[config.mk]
export PLATFORM = sky130hd
export DESIGN_NAME = sel_clk_div
export DESIGN_NICKNAME = d
export VERILOG_FILES = /design/src/rtl/sel_clk_div.sv
export SDC_FILE = /design/constraint.sdc
export NUM_CORES = 1
export LEC_CHECK = 0
export ABC_AREA = 1
export BUFFER_PORTS_ARGS = -buffer_cell sky130_fd_sc_hd__buf_4
export CORE_MARGIN = 10
export CORE_UTILIZATION = 30
export DETAILED_ROUTE_END_ITERATION = 6
export PLACE_DENSITY = 0.46
export RECOVER_POWER = 100
export SLEW_MARGIN = 0
export SYNTH_ARGS = -nofsm -noshare
export SYNTH_HDL_FRONTEND = slang
export SYNTH_SLANG_ARGS = --single-unit
export TNS_END_PERCENT = 100
[constraint.sdc]
create_clock -name clk -period 1.8 [get_ports clk]
set_input_delay 0.09 -clock clk [delete_from_list [all_inputs] [get_ports clk]]
set_output_delay 0.09 -clock clk [all_outputs]
set_load 0.02 [all_outputs]
[src/rtl/sel_clk_div.sv]
module sel_clk_div (
  input  logic clk,
  input  logic mr,
  input  logic en,
  input  logic sel_a,
  input  logic sel_b,
  output logic out_a,
  output logic out_b
);

  localparam int PHASES = 12;
  localparam int PW = $clog2(PHASES);
  localparam logic [PW-1:0] LAST = PW'(PHASES - 1);

  logic          en_q;
  logic [PW-1:0] ph, ph_n;
  logic          sa_q, sb_q, sa_n, sb_n;
  logic          at_edge, adv;

  always_ff @(negedge clk or posedge mr)
    if (mr) en_q <= 1'b0;
    else    en_q <= en;

  assign at_edge = (ph == LAST);
  assign adv     = en_q | ~at_edge;
  assign ph_n    = at_edge ? '0 : ph + 1'b1;
  assign sa_n    = at_edge ? sel_a : sa_q;
  assign sb_n    = at_edge ? sel_b : sb_q;

  function automatic logic bank_a(input logic [PW-1:0] p, input logic s);
    return s ? ~p[1] : ~p[0];
  endfunction

  function automatic logic bank_b(input logic [PW-1:0] p, input logic s);
    return s ? (p < PW'(3)) || (p >= PW'(6) && p < PW'(9)) : ~p[1];
  endfunction

  always_ff @(posedge clk or posedge mr)
    if (mr) begin
      ph    <= LAST;
      sa_q  <= 1'b0;
      sb_q  <= 1'b0;
      out_a <= 1'b0;
      out_b <= 1'b0;
    end else if (adv) begin
      ph    <= ph_n;
      sa_q  <= sa_n;
      sb_q  <= sb_n;
      out_a <= bank_a(ph_n, sa_n);
      out_b <= bank_b(ph_n, sb_n);
    end

  always @(negedge clk)
    if (mr) a_r1_rst_low: assert (!out_a && !out_b);

  a_r6_hold_low: assert property (@(posedge clk) disable iff (mr)
    (at_edge && !en_q) |=> ($stable(ph) && !out_a && !out_b));

  a_r8_sel_boundary: assert property (@(posedge clk) disable iff (mr)
    !at_edge |=> ($stable(sa_q) && $stable(sb_q)));

  a_r4_common_rise: assert property (@(posedge clk) disable iff (mr)
    (ph == '0) |-> (out_a && out_b));

  a_r2_quarter_match: assert property (@(posedge clk) disable iff (mr)
    (sa_q && !sb_q) |-> (out_a == out_b));

endmodule

Word-level counts from Yosys, hierarchy flattened

Cells that the tools add are included.

Register bits: 9
Input port bits: 5
Output and inout port bits: 2

Add/sub/neg operators: 1
Order comparisons: 3
Equality and inequality tests: 1
Mux-type cells: 5
Bitwise operators: 4
Reduce and logical (&&, ||, !) cells: 2

Operators by type and width:

| operator              | number |
|---|---|
| $add A4 B1 Y4 const B | 1 |
| $eq A4 B4 Y1 const B  | 1 |
| $ge A4 B3 Y1 const B  | 1 |
| $lt A4 B2 Y1 const B  | 1 |
| $lt A4 B4 Y1 const B  | 1 |
| $mux W1               | 4 |
| $mux W4               | 1 |
| $not A1 Y1            | 3 |
| $logic_and A1 B1 Y1   | 1 |
| $logic_or A1 B1 Y1    | 1 |
| $or A1 B1 Y1          | 1 |

Longest topological paths before layout

Depth in word-level cells: 6
Depth in mapped cells: 10
Gate-level depth less buffers: 10

==> results_dict.tcl <==
set metrics [dict create \
    peakVddDrop_mv 0.8013 \
    hpwl_um 829.6 \
    drt_iter0_markers 4 \
    clock_skew_ns 0.009788 \
    yosysMostFrequentCell "nand2_1" \
    finalSetupTns_ns 0 \
    clk_pin_slew_worst_paths_ns 0.06 \
    synthArstFlopShare_pct 100.0 \
    cp-end-kind "flop" \
    avgViaCountPerCell 4.248 \
    seq_area_frac_synth_pct 42.86 \
    synth_area_per_cell_um2 7.632 \
    port_buffers 6 \
    nFillCells 187 \
    io_pins 7 \
    comb_power_share_pct 53.6 \
    final_cells 109 \
    netlist_area_um2 534.3 \
    cts_root_buffer "clkbuf_4" \
    core_mm2 0.001708 \
    totalWireLength_mm 1.020 \
    worstHoldPathType "input port to flop" \
    leakagePower_nw 0.3430 \
    finalHoldViolations 0 \
    status "completed" \
    cts.sinks 9 \
    multiInputGateArea_um2 256.5 \
    cts_buffers 3 \
    start_kind "flop" \
    insertion_delay_ns 0.26 \
    cp_max_fo 4 \
    p_sw_share_pct 45.83 \
    power_switching_w 0.0005724 \
    ys_types 18 \
    worst_ep_required_time_ns 1.95 \
    clockPowerShare_pct 12.3 \
    syn_to_final_growth_pct 24.59 \
    post_synth_most_frequent_cells "nand2_1 (23), inv_1 (14), dfrtp_1 (5), nand3_1 (5), o21ai_0 (4)" \
    seqPwrFrac_pct 34.0 \
    synth-edff-count 0 \
    postLayoutCellArea_um2 665.6 \
    ys_ff_latch 9 \
    core.rowCount 15 \
    drc 0 \
    tightestPinTransition_ns 0.4515 \
    yosysWarningCount 0 \
    grt_pass1_wl_mm 1.766 \
    grt_antenna_before_repair 0 \
    n_antenna_cell 0 \
    rsz0062_at_grt "yes" \
    cts_buffer_depth 2 \
    nets 92 \
    synth.area.top_cells "dfrtp_1 (23%), nand2_1 (16%), dfstp_2 (15%), inv_1 (9.8%), dfrtn_1 (4.7%)" \
    die_area_mm2 0.003869 \
    grt-ovfl-total 0 \
    synthFlopType "dfrtp_1" \
    cp_data_arrival_time_ns 1.92 \
    drtAntennaViolNets 0 \
    grt_max_degree 10 \
    cts_tree "yes" \
    powerDensity_mw_per_mm2 1876 \
    cap_viol_max_count 0 \
    fp.dieW_um 62.20 \
    critical_path_class "flop to flop" \
    finalMaxSlewViolations 0 \
    synth_top_area_share_pct 23.42 \
    finalSetupViolations 0 \
    dp.cells 103 \
    placed_cell_area_um2 625.6 \
    syn_inst 70 \
    grt_pass1_vias 436 \
    start_util_pct 31.28 \
    p_int_w 0.0006766 \
    slew_headroom_pct 69.90 \
    dr.pass1.iters 2 \
    post_drt_wl_per_cell_um 9.358 \
    synth_top_cell_by_area "dfrtp_1" \
    seqCellArea_um2 229.0 \
    place_congestion 0.7108 \
    htree_levels 1 \
    synth_nets 77 \
    layout-drive-gt1-share_pct 25.00 \
    vias 463 \
    grt_usage_pct 5.549 \
    fp.dieH_um 62.20 \
]
-- power groups by stage --
stage | logic [W] | registers, W | clock network, W
finish | 0.000670 | 0.000425 | 0.000154
global route | 0.000795 | 0.000443 | 0.000168
CTS | 0.000664 | 0.000426 | 0.000164
detailed placement | 0.000659 | 0.000429 | 0
global placement | 0.000656 | 0.000429 | 0
floorplan | 0.000482 | 0.000439 | 0
-- logic make-up (layout without fill, tap and decap cells) --
| family | after synthesis | after routing | share of synthesized area [%] |
|---|---|---|---|
| and+or+nand+nor | 35 | 35 | 31.85 |
| buffers and inverters | 15 | 29 | 10.54 |
| DFF | 9 | 9 | 42.86 |
| AOI/OAI and AO/OA | 8 | 8 | 8.196 |
| adders and majority gates | 2 | 2 | 4.683 |
| muxes | 1 | 1 | 1.874 |
-- per-layer routing --
layer  vias to the layer above  share of wire (%)  track usage (%)
met5                         -                  0                0
met4                         0               0.98            2.571
met3                         2                2.2            2.151
met2                         4                 52            9.487
met1                       211                 45            5.822
li1                        246                  -                -
-- state kept, by name, indices dropped and copies added, names as in the netlist --
| signal | flops |
|---|---|
| ph | 4 |
| en_q | 1 |
| out_a | 1 |
| out_b | 1 |
| sa_q | 1 |
| sb_q | 1 |
-- critical path, stage by stage (launching register included) --
cell and delay (ns):
dfrtn_1 0.35, nor2_4 0.15, mux2i_1 0.19, inv_1 0.05
-- repair_timing --
item,4_1_cts,5_1_grt
hold endpoints to repair,5,0
buffers inserted,0,1
pin swaps,1,4
gates resized for setup,0,6
setup endpoints to repair,1,4
hold buffers,1,0
-- metrics by stage --
| step | setup slack [ns] | hold WS (ns) | total power [W] | utilization (%) |
|---|---|---|---|---|
| global placement | 0.005974 | 0.1301 | 0.001084 | 36.63 |
| finish | 0.02833 | 0.1612 | 0.001249 | 38.97 |
| CTS | 0.01945 | 0.1928 | 0.001254 | 38.75 |
| detailed placement | 0.01107 | 0.1392 | 0.001088 | 36.63 |
| global route | -0.03481 | 0.2091 | 0.001405 | 38.97 |
| floorplan | 0.01956 | -0.08425 | 0.0009219 | - |
-- layout by cell type (no fill, tap or decap), drive strengths merged --
| cell | instances |
|---|---|
| clkbuf | 9 |
| a21oi | 1 |
| mux2i | 1 |
| dfrtp | 5 |
| nand4 | 2 |
| nand3 | 7 |
| dfrtn | 1 |
| o21ai | 7 |
| ha | 2 |
| nor2 | 3 |
| dfstp | 3 |
| inv | 15 |
| buf | 4 |
| nand2 | 23 |
| dlygate4sd3 | 1 |
-- cell type report --
| cell class | count | share of cell area [%] |
|---|---|---|
| multi-input combinational | 46 | 38.53 |
| sequential | 9 | 34.40 |
| timing repair buffer | 10 | 9.962 |
| inverter | 15 | 8.459 |
| tap | 25 | 4.699 |
| clock buffer | 4 | 3.947 |
-- path summary, 6_finish.rpt --
| kind | startpoint | to | slack (ns) | depth (start not counted) |
|---|---|---|---|---|
| setup / recovery | en_q | sa_q | 0.03 | 3 |
| hold / removal | sel_b | sb_q | 0.16 | 3 |
| setup reg to reg | en_q | sa_q | 0.03 | 3 |
| hold reg to reg | out_b | out_b | 0.48 | 2 |
| max in group asynchronous | mr | en_q | 0.65 | 3 |
| min in group asynchronous | mr | out_a | 0.50 | 4 |
Power figures use the tool's default switching activity.
